**config.mk**
```make
export PLATFORM = sky130hd
export DESIGN_NAME = plic_target
export DESIGN_NICKNAME = d
export VERILOG_FILES = /design/src/rtl/plic_tgt_pkg.sv /design/src/rtl/plic_tgt_decode.sv /design/src/rtl/plic_tgt_regs.sv /design/src/rtl/plic_tgt_arb.sv /design/src/rtl/plic_target.sv
export SDC_FILE = /design/constraint.sdc
export NUM_CORES = 1
export LEC_CHECK = 0
export BUFFER_PORTS_ARGS = -buffer_cell sky130_fd_sc_hd__buf_2
export CAP_MARGIN = 20
export CORE_ASPECT_RATIO = 0.5
export CORE_MARGIN = 2
export CORE_UTILIZATION = 48
export DETAILED_ROUTE_END_ITERATION = 10
export PLACE_DENSITY_LB_ADDON = 0.12
export SETUP_SLACK_MARGIN = 0.02
export SYNTH_ARGS = -nofsm -noshare
export SYNTH_HDL_FRONTEND = slang
export SYNTH_SLANG_ARGS = --single-unit
```
**constraint.sdc**
```tcl
create_clock -name clk -period 137.9 [get_ports clk]
set_input_delay 41.37 -clock clk [delete_from_list [all_inputs] [get_ports clk]]
set_output_delay 41.37 -clock clk [all_outputs]
set_load 0.05 [all_outputs]
```
**src/rtl/plic_tgt_pkg.sv**
```systemverilog
package plic_tgt_pkg;
  localparam int ADDR_W = 10;
  localparam int DATA_W = 32;
  localparam int PRIO_W = 3;
  localparam int THR_W  = 2;

  // Word addresses (byte address >> 2); the bus decoder depends on these.
  localparam logic [7:0] PRIO_WORD  = 8'h0C;  // 0x030
  localparam logic [7:0] EN_WORD    = 8'hC0;  // 0x300
  localparam logic [7:0] THR_WORD   = 8'hC6;  // 0x318
  localparam logic [7:0] CLAIM_WORD = 8'hC7;  // 0x31C

  typedef enum logic [2:0] {
    RG_NONE,
    RG_PEND,
    RG_PRIO,
    RG_EN,
    RG_THR,
    RG_CLAIM
  } reg_sel_e;
endpackage

```
**src/rtl/plic_tgt_decode.sv**
```systemverilog
module plic_tgt_decode
  import plic_tgt_pkg::*;
#(
  parameter int NUM_SRC = 40,
  parameter int N_WORDS = 2,
  parameter int ID_W    = 6
) (
  input  logic [ADDR_W-1:0] addr,
  output reg_sel_e          sel,
  output logic [ID_W-1:0]   idx
);
  logic [7:0] word;
  assign word = addr[ADDR_W-1:2];

  always_comb begin
    sel = RG_NONE;
    idx = '0;
    if (addr[1:0] == 2'b00) begin
      if (int'(word) < N_WORDS) begin
        sel = RG_PEND;
        idx = ID_W'(word);
      end else if (word >= PRIO_WORD && int'(word) < int'(PRIO_WORD) + NUM_SRC) begin
        sel = RG_PRIO;
        idx = ID_W'(word - PRIO_WORD + 8'd1);
      end else if (word >= EN_WORD && int'(word) < int'(EN_WORD) + N_WORDS) begin
        sel = RG_EN;
        idx = ID_W'(word - EN_WORD);
      end else if (word == THR_WORD) begin
        sel = RG_THR;
      end else if (word == CLAIM_WORD) begin
        sel = RG_CLAIM;
      end
    end
  end
endmodule

```
**src/rtl/plic_tgt_regs.sv**
```systemverilog
module plic_tgt_regs
  import plic_tgt_pkg::*;
#(
  parameter int NUM_SRC = 40,
  parameter int N_WORDS = 2,
  parameter int ID_W    = 6
) (
  input  logic                            clk,
  input  logic                            rst_n,
  input  logic                            wr_en,
  input  reg_sel_e                        sel,
  input  logic [ID_W-1:0]                 idx,
  input  logic [DATA_W-1:0]               wdata,
  output logic [NUM_SRC:0][PRIO_W-1:0]    prio_o,
  output logic [N_WORDS-1:0][DATA_W-1:0]  en_o,
  output logic [THR_W-1:0]                thr_o
);
  function automatic logic [DATA_W-1:0] word_mask(int w);
    logic [DATA_W-1:0] m;
    for (int b = 0; b < DATA_W; b++) begin
      m[b] = ((DATA_W * w + b) >= 1) && ((DATA_W * w + b) <= NUM_SRC);
    end
    return m;
  endfunction

  assign prio_o[0] = '0;

  generate
    for (genvar k = 1; k <= NUM_SRC; k++) begin : g_prio
      logic              we;
      logic [PRIO_W-1:0] q, d;
      assign we = wr_en && (sel == RG_PRIO) && (idx == ID_W'(k));
      assign d  = we ? wdata[PRIO_W-1:0] : q;
      always_ff @(posedge clk or negedge rst_n) begin
        if (!rst_n) q <= '0;
        else        q <= d;
      end
      assign prio_o[k] = q;
    end

    for (genvar w = 0; w < N_WORDS; w++) begin : g_en
      localparam logic [DATA_W-1:0] MASK = word_mask(w);
      logic              we;
      logic [DATA_W-1:0] q, d;
      assign we = wr_en && (sel == RG_EN) && (idx == ID_W'(w));
      assign d  = we ? (wdata & MASK) : q;
      always_ff @(posedge clk or negedge rst_n) begin
        if (!rst_n) q <= '0;
        else        q <= d;
      end
      assign en_o[w] = q;
    end
  endgenerate

  logic             thr_we;
  logic [THR_W-1:0] thr_q, thr_d;
  assign thr_we = wr_en && (sel == RG_THR);
  assign thr_d  = thr_we ? wdata[THR_W-1:0] : thr_q;
  always_ff @(posedge clk or negedge rst_n) begin
    if (!rst_n) thr_q <= '0;
    else        thr_q <= thr_d;
  end
  assign thr_o = thr_q;


  thr_hold_chk: assert property (@(posedge clk) disable iff (!rst_n)
    !(wr_en && sel == RG_THR) |=> $stable(thr_o));
endmodule

```
**src/rtl/plic_tgt_arb.sv**
```systemverilog
module plic_tgt_arb
  import plic_tgt_pkg::*;
#(
  parameter int NUM_SRC = 40,
  parameter int ID_W    = 6
) (
  input  logic [NUM_SRC:0]             cand,
  input  logic [NUM_SRC:0][PRIO_W-1:0] prio,
  input  logic [THR_W-1:0]             thr,
  output logic [ID_W-1:0]              win_id
);
  logic [PRIO_W-1:0] best_p;

  // Ascending scan with a strict compare: the lowest ID keeps a tie.
  always_comb begin
    best_p = PRIO_W'(thr);
    win_id = '0;
    for (int i = 0; i <= NUM_SRC; i++) begin
      if (cand[i] && (prio[i] > best_p)) begin
        best_p = prio[i];
        win_id = ID_W'(i);
      end
    end
  end
endmodule

```
**src/rtl/plic_target.sv**
```systemverilog
module plic_target
  import plic_tgt_pkg::*;
#(
  parameter int NUM_SRC = 40,
  localparam int N_WORDS = (NUM_SRC + DATA_W) / DATA_W,
  localparam int ID_W    = $clog2(NUM_SRC + 1)
) (
  input  logic               clk,
  input  logic               rst_n,
  input  logic               bus_valid,
  input  logic               bus_write,
  input  logic [ADDR_W-1:0]  bus_addr,
  input  logic [DATA_W-1:0]  bus_wdata,
  output logic [DATA_W-1:0]  bus_rdata,
  input  logic [NUM_SRC:1]   src_pend,
  output logic               irq_o,
  output logic               claim_vld_o,
  output logic [ID_W-1:0]    claim_id_o,
  output logic               cmpl_vld_o,
  output logic [ID_W-1:0]    cmpl_id_o
);
  reg_sel_e                        sel;
  logic [ID_W-1:0]                 idx;
  logic [NUM_SRC:0][PRIO_W-1:0]    prio;
  logic [N_WORDS-1:0][DATA_W-1:0]  en_words;
  logic [N_WORDS-1:0][DATA_W-1:0]  pend_words;
  logic [THR_W-1:0]                thr;
  logic [N_WORDS*DATA_W-1:0]       pend_flat, en_flat;
  logic [NUM_SRC:0]                cand;
  logic [ID_W-1:0]                 arb_id, win_q, win_d;
  logic                            irq_q, irq_d;
  logic                            claim_rd, cmpl_wr, cmpl_hit;

  plic_tgt_decode #(.NUM_SRC(NUM_SRC), .N_WORDS(N_WORDS), .ID_W(ID_W)) u_dec (
    .addr (bus_addr),
    .sel  (sel),
    .idx  (idx)
  );

  plic_tgt_regs #(.NUM_SRC(NUM_SRC), .N_WORDS(N_WORDS), .ID_W(ID_W)) u_regs (
    .clk    (clk),
    .rst_n  (rst_n),
    .wr_en  (bus_valid && bus_write),
    .sel    (sel),
    .idx    (idx),
    .wdata  (bus_wdata),
    .prio_o (prio),
    .en_o   (en_words),
    .thr_o  (thr)
  );

  always_comb begin
    pend_flat              = '0;
    pend_flat[NUM_SRC:1]   = src_pend;
  end
  assign pend_words = pend_flat;
  assign en_flat    = en_words;
  assign cand       = pend_flat[NUM_SRC:0] & en_flat[NUM_SRC:0];

  plic_tgt_arb #(.NUM_SRC(NUM_SRC), .ID_W(ID_W)) u_arb (
    .cand   (cand),
    .prio   (prio),
    .thr    (thr),
    .win_id (arb_id)
  );

  assign claim_rd = bus_valid && !bus_write && (sel == RG_CLAIM);
  assign cmpl_wr  = bus_valid &&  bus_write && (sel == RG_CLAIM);
  assign cmpl_hit = cmpl_wr && (bus_wdata == DATA_W'(win_q));

  // Next state of the latched winner.
  always_comb begin
    win_d = (claim_rd || cmpl_hit) ? '0 : arb_id;
    irq_d = (win_d != '0);
  end

  always_ff @(posedge clk or negedge rst_n) begin
    if (!rst_n) begin
      win_q <= '0;
      irq_q <= 1'b0;
    end else begin
      win_q <= win_d;
      irq_q <= irq_d;
    end
  end

  // Read return.
  always_comb begin
    bus_rdata = '0;
    if (bus_valid && !bus_write) begin
      case (sel)
        RG_PEND: begin
          for (int w = 0; w < N_WORDS; w++)
            if (idx == ID_W'(w)) bus_rdata = pend_words[w];
        end
        RG_PRIO: begin
          for (int k = 0; k <= NUM_SRC; k++)
            if (idx == ID_W'(k)) bus_rdata = DATA_W'(prio[k]);
        end
        RG_EN: begin
          for (int w = 0; w < N_WORDS; w++)
            if (idx == ID_W'(w)) bus_rdata = en_words[w];
        end
        RG_THR:   bus_rdata = DATA_W'(thr);
        RG_CLAIM: bus_rdata = DATA_W'(win_q);
        default:  bus_rdata = '0;
      endcase
    end
  end

  assign irq_o       = irq_q;
  assign claim_vld_o = claim_rd && (win_q != '0);
  assign claim_id_o  = win_q;
  assign cmpl_vld_o  = cmpl_wr;
  assign cmpl_id_o   = bus_wdata[ID_W-1:0];


  arb_above_thr_chk: assert property (@(posedge clk) disable iff (!rst_n)
    (arb_id != '0) |-> (cand[arb_id] && (prio[arb_id] > PRIO_W'(thr))));

  irq_agree_chk: assert property (@(posedge clk) disable iff (!rst_n)
    irq_o == (win_q != '0));

  claim_drops_irq_chk: assert property (@(posedge clk) disable iff (!rst_n)
    claim_rd |=> !irq_o);

  claim_nonzero_chk: assert property (@(posedge clk) disable iff (!rst_n)
    claim_vld_o |-> (claim_id_o != '0 && bus_rdata == DATA_W'(claim_id_o)));

  cmpl_drops_irq_chk: assert property (@(posedge clk) disable iff (!rst_n)
    (cmpl_vld_o && bus_wdata == DATA_W'(win_q)) |=> !irq_o);

  strobe_excl_chk: assert property (@(posedge clk) disable iff (!rst_n)
    $onehot0({claim_vld_o, cmpl_vld_o}));
endmodule

```
* Word level (Yosys, flattened, before mapping)
Cells that the tools add are included.
** Word-level totals
- Memory bits (read-only) :: 0
- Output and inout port bits :: 47
- Latch bits :: 0
- Bits in writable memories :: 0
- Logic and storage cells :: 380
- Memories :: 0
- Register bits :: 169
- Input port bits :: 86
** Operators by class
- $add $sub $neg :: 3
- Multiplexer cells :: 137
- Divide/modulo/power cells :: 0
- Order comparisons :: 46
- $mul :: 0
- Reduce and logical (&&, ||, !) cells :: 100
- Shifts and indexed selects :: 0
- Equality and inequality tests :: 48
- Bitwise operators :: 1
** Operators with widths (count)
- 32-bit 2-to-1 mux :: 44
- 32-bit one-hot mux with 5 select lines :: 1
- 3-bit 2-to-1 mux :: 50
- 3-bit greater-than comparator :: 39
- 6-bit by 5-bit equality test with 1-bit output, second input constant :: 16
- 1-bit logical AND :: 94
- 6-bit 2-to-1 mux :: 14
- 5-bit 2-to-1 mux :: 16
- 6-bit equality test, second input constant :: 9
- 6-bit by 4-bit equality test with 1-bit output, second input constant :: 8
- 41-bit AND :: 1
- 32-bit by 6-bit equality test with 1-bit output :: 1
- 4-bit 2-to-1 mux :: 8
- 6-bit by 3-bit equality test with 1-bit output, second input constant :: 4
- 8-bit equality test, second input constant :: 2
- 6-bit by 2-bit equality test with 1-bit output, second input constant :: 2
- 6-bit nonzero test :: 2
- 8-bit by 4-bit greater-or-equal comparator with 1-bit output, second input constant :: 1
- 8-bit greater-or-equal comparator, second input constant :: 1
- 8-bit by 2-bit less-than comparator with 1-bit output, second input constant :: 1
- 8-bit by 6-bit less-than comparator with 1-bit output, second input constant :: 1
- 8-bit less-than comparator, second input constant :: 1
- 6-bit by 1-bit adder with 6-bit output, second input constant :: 1
- 3-bit by 2-bit equality test with 1-bit output, second input constant :: 2
- other kinds (13) :: 16

* Logic depth before layout (Yosys ltp)
- Depth in word-level cells :: 125
- Depth in mapped cells :: 271
- Gate-level depth less buffers :: 271

* Cells and area by module
Synthesis repeated with hierarchy kept, for this count alone.
** Unflattened totals
- Cells, all modules :: 1817
- Area total of the unflattened synthesis :: 16158.0 µm²
** Modules (own cells, without submodules)
- plic_tgt_regs :: instances 1, cells an instance 447, seq. area each 4053.9 µm², area each 6956.7 µm²
- plic_tgt_arb :: instances 1, cells an instance 904, seq. area each 0.0 µm², area each 5824.3 µm²
- plic_target :: instances 1, cells an instance 428, seq. area each 175.2 µm², area each 3119.2 µm²
- plic_tgt_decode :: instances 1, cells an instance 38, seq. area each 0.0 µm², area each 257.7 µm²

* Worst setup path before layout
No wires, ideal clock.
- Kind :: input to register
- Start point :: in src_pend[1] in the netlist's numbering
- End point :: reg win_q[2] (netlist: claim_id_o[2])
- Cell stages on the path :: 256
- Setup time :: 0.145 ns
- Arrival time :: 90.507 ns
- Path slack :: 47.247 ns
- Path buffers :: 0
- Required time :: 137.755 ns
- Cells stage by stage :: and3_4 -> inv_2 -> nand2_1 -> mux2_2 -> ha_1 -> and2_1 -> a41oi_1 -> and2_1 -> nand2_1 -> mux2_2 -> inv_1 -> ha_1 -> or3b_1 -> nor3_1 -> or3b_1 -> nand4_1 -> o221ai_4 -> mux2i_1 -> (+220 left out) -> or2_2 -> a222oi_1 -> o211ai_2 -> mux2_4 -> ha_1 -> nor2b_1 -> o21ai_0 -> nand2b_1 -> nand4_1 -> and2_1 -> a21o_1 -> ha_1 -> inv_1 -> a21o_1 -> a21oi_1 -> a311oi_1 -> nand2b_1 -> a31oi_1
** Between the ends
- Cells in the longest elaborated chain, start to end :: 121
- Elaborated cells on any way between the ends :: 157
- Those cells by class :: 39 x order compare; 77 x mux; 1 x bitwise; 40 x reduce/logical
** RTL lines
- start: declaration :: line plic_target.sv:15 : input logic [NUM_SRC:1] src_pend,
- 41-bit AND (*) :: line plic_target.sv:58 : assign cand = pend_flat[NUM_SRC:0] & en_flat[NUM_SRC:0];
- 1-bit logical AND (*) :: line plic_tgt_arb.sv:19 : if (cand[i] && (prio[i] > best_p)) begin
- 3-bit 2-to-1 mux (*) :: line plic_tgt_arb.sv:19
- 3-bit greater-than comparator :: line plic_tgt_arb.sv:19
- 1-bit logical AND :: line plic_tgt_arb.sv:19
- 3-bit 2-to-1 mux (*) :: line plic_tgt_arb.sv:19
- 3-bit greater-than comparator :: line plic_tgt_arb.sv:19
- 1-bit logical AND :: line plic_tgt_arb.sv:19
- (+106 left out)
- 3-bit greater-than comparator :: line plic_tgt_arb.sv:19
- 1-bit logical AND :: line plic_tgt_arb.sv:19
- 3-bit 2-to-1 mux :: line plic_tgt_arb.sv:19
- 3-bit greater-than comparator :: line plic_tgt_arb.sv:19
- 1-bit logical AND :: line plic_tgt_arb.sv:19
- 6-bit 2-to-1 mux (*) :: line plic_tgt_arb.sv:19
- 6-bit 2-to-1 mux (*) :: line plic_target.sv:73 : win_d = (claim_rd || cmpl_hit) ? '0 : arb_id;
- named net win_d[2] :: line plic_target.sv:30 : logic [ID_W-1:0] arb_id, win_q, win_d;
- end signal: assignment :: line plic_target.sv:82 : win_q <= win_d;
- end: declaration :: line plic_target.sv:30
The timed path passes the listed nets; every way through them passes the cells marked *.
A chain may end at the register's enable or synchronous reset.

* Final worst setup path
Same ends and word-level chain as after synthesis.

==> impl_metrics.csv <==
group,metric,value,unit
logic_synthesis,syn_inst,1667,
timing,finClkSkew,0.0113,ns
global_route,grt_pass1_vias,13337,
hold_path,hold_path_class,"flop to flop",
critical_path,rr_worst_depth,259,
critical_path,cp-start-kind,"input pin",
critical_path,path_depth,258,
logic_synthesis,synth_seq_cells,169,
logic_synthesis,ys.flop_type,"dfrtp_1",
logic_synthesis,syn_nets,1804,
pwr,combPwrFrac,0.126,
cts,clkLatencyLatePin,0.46,ns
routing,routed_wl,48.7,mm
cts,cts_root_buffer,"clkbuf_16",
logic_synthesis,async_reset_ff_frac,1.00,
critical_path,cp.required,138.21,ns
critical_path,worst-r2r-setup-slack,80.50,ns
pwr,clockPowerShare,0.444,
layout,fill_cells,2734,
global_route,antenna_found_initial,1,
pwr,p_int,0.0850,mW
pwr,total_power,0.117,mW
timing,fin_crit_sh,0.707,
global_route,gr-total-overflow,0,
critical_path,cp-end-kind,"flop",
critical_path,startpoint,"src_pend[1]",
logic_synthesis,netlist_area,0.0141,sq mm
layout,layout-drive-gt1-share,0.224,
timing,fin_crit,97.52,ns
routing,drcViolationCount,0,
place,place.gp.congestion,0.950,
critical_path,path_delay_family,"compound AO/OA/AOI/OAI gates",
critical_path,cp_slowest_cell,"o311ai_0",
cts,post_cts_buffers,0,
critical_path,max_stage_delay,0.80,ns
layout,final_common_cell,"nand2_1",
pwr,ir_drop,0.00000841,V
pwr,p_sw_frac,0.271,
flow_run,cap_violations,0,
pwr,leakage,7.23,nW
cts,clk_pin_slew,0.07,ns
floorplanning,fp.dieArea,0.0309,sq mm
status,status,"completed",
critical_path,crit_buf_inv,11,
timing,max_slew_margin,0.284,
cts,cts_hold_buf,0,
logic_synthesis,ys_seq_area_frac,0.300,
logic_synthesis,synth_xor_xnor_area_share,0.00931,
critical_path,cp.arrival,97.83,ns
pwr,p_seq_frac,0.430,
cts,cts_sinks,169,
cts,cts_tree,"built",
global_route,grt_pass1_wl,75.8,mm
timing,rsz0062_at_grt,"no",
cts,numCtsBuffers,17,
timing,finalSetupTns,0,ns
pwr,p_sw,0.0316,mW
cts,cts_resized,0,
logic_synthesis,synthAdderAreaFrac,0.0553,
routing,vias_per_cell,6.44,
critical_path,critPathMostFrequentCell,"ha_1",
layout,post-route-util,0.544,
logic_synthesis,synth_edf_count,0,
logic_synthesis,ys_warn_count,0,
layout,nNetsFinal,1909,
floorplanning,core.rowCount,44,
routing,drt_iter0_markers,1347,
logic_synthesis,synth_top_family_by_area,"compound AO/OA/AOI/OAI gates",
layout,diodes,0,
logic_synthesis,yosysUniqueCellTypes,121,
layout,syn_to_final_growth,11.5,%
critical_path,endpoint,"claim_id_o[2]$_DFF_PN0_",
floorplanning,start_util,0.488,
timing,tightest_slew,1.07,ns
logic_synthesis,synth_simple_gate_area_frac,0.213,
critical_path,worstSetupPathType,"input pin to flop",
cts,htreeDepth,4,
place,post_dp_cell_area,0.0151,sq mm
floorplanning,io_pins,133,
critical_path,worstPathMaxFanout,9,
cts,clock_path_buffers,2,
routing,routedWlPerCell,22.4,um
global_route,grt_max_degree,69,
routing,ant_nets,0,
layout,final_area,0.0157,sq mm
layout,final_cell_mix,"nand2_1, nor2_1, dfrtp_1, mux2_2, buf_2",
floorplanning,die_y,125,um
timing,max_freq,0.0103,GHz
logic_synthesis,synthMuxAreaShare,0.127,
timing,final-setup-viol-count,0,
critical_path,r2r-start,"u_regs.thr_o[1]$_DFFE_PN0P_",
floorplanning,coreArea,0.0290,sq mm
place,io_buffers,132,
routing,via_count,14022,
timing,whs,0.536,ns
place,dp_hpwl,37.4,mm
timing,maxSlewViolCount,0,
floorplanning,dieWidth,247,um
timing,finalHoldViolations,0,
critical_path,reg2reg_to,"claim_id_o[2]$_DFF_PN0_",
logic_synthesis,avgSynthCellArea,8.47,sq um
pwr,power.density,7.41,mW/mm^2
routing,drtPass1Iterations,9,
global_route,gr-usage-all-layers,0.317,
logic_synthesis,synth-compound-area-share,0.254,
through the flow:
stage / setup WS, ns / std cells
finish: 40.38 / 2176
global route: 35.84 / 2176
floorplan: 47.25 / 1667
global placement: 42.23 / 2144
detailed placement: 40.87 / 2144
CTS: 40.98 / 2176
cells in the mapped netlist (29+ instances only):
cell type	number	area (sq um)
a22oi_1	41	308
ha_1	51	638
inv_1	86	323
and3_1	29	181
nor3_1	45	225
a21oi_1	71	355
clkbuf_1	43	161
nand2_1	183	687
dfrtp_1	169	4230
o21ai_0	108	541
a31oi_1	30	188
nand3_1	64	320
mux2_2	145	1630
nor2_1	174	653
routing by layer:
| metal | up-vias | wire (um) | GRT usage |
|---|---|---|---|
| met4 | 0 | 884 | 0.0794 |
| met3 | 61 | 4260 | 0.0691 |
| met1 | 6877 | 22400 | 0.460 |
| met5 | - | 0 | 0 |
| met2 | 636 | 21200 | 0.479 |
| li1 | 6448 | - | - |
registers in the layout (all words and copies together) (netlist names):
name and cells:
u_regs.g_prio.q 120, claim_id_o 6, u_regs.thr_o 2, u_regs.g_en.q 40, irq_o 1
power groups by stage:
stage / sequential, mW / combinational, mW / clock (mW)
floorplan: 0.0514 / 0.00832 / 0
global placement: 0.0511 / 0.0140 / 0
detailed placement: 0.0511 / 0.0144 / 0
CTS: 0.0502 / 0.0145 / 0.0521
global route: 0.0502 / 0.0160 / 0.0544
finish: 0.0502 / 0.0147 / 0.0518
worst min path at each step:
stage,cells after the start,to,startpoint,slack [ns]
3_3_place_gp,1,u_regs.g_prio[26].q[0]$_DFFE_PN0P_,u_regs.g_prio[26].q[0]$_DFFE_PN0P_,0.49
3_5_place_dp,1,u_regs.g_prio[9].q[0]$_DFFE_PN0P_,u_regs.g_prio[9].q[0]$_DFFE_PN0P_,0.51
6_report,1,u_regs.g_en[0].q[13]$_DFFE_PN0P_,u_regs.g_en[0].q[13]$_DFFE_PN0P_,0.54
4_1_cts,1,u_regs.g_prio[9].q[0]$_DFFE_PN0P_,u_regs.g_prio[9].q[0]$_DFFE_PN0P_,0.53
2_1_floorplan,1,u_regs.g_prio[26].q[0]$_DFFE_PN0P_,u_regs.g_prio[26].q[0]$_DFFE_PN0P_,0.48
5_1_grt,1,u_regs.g_prio[9].q[0]$_DFFE_PN0P_,u_regs.g_prio[9].q[0]$_DFFE_PN0P_,0.54
cell type report:
type / count / area [sq um] / area share
Clock buffer: 23 / 478 / 0.0304
Multi-Input combinational cell: 1349 / 9300 / 0.591
Sequential cell: 169 / 4230 / 0.269
Clock inverter: 9 / 139 / 0.00882
Timing Repair Buffer: 146 / 772 / 0.0490
Tap cell: 391 / 489 / 0.0311
Inverter: 89 / 334 / 0.0212
cell families after synthesis:
group | count (synthesis)
fa+ha+maj | 65
buf+inv | 149
simple gates | 625
flops | 169
xor+xnor | 15
mux | 158
compound gates | 486
(Power assumes the default switching activity.)
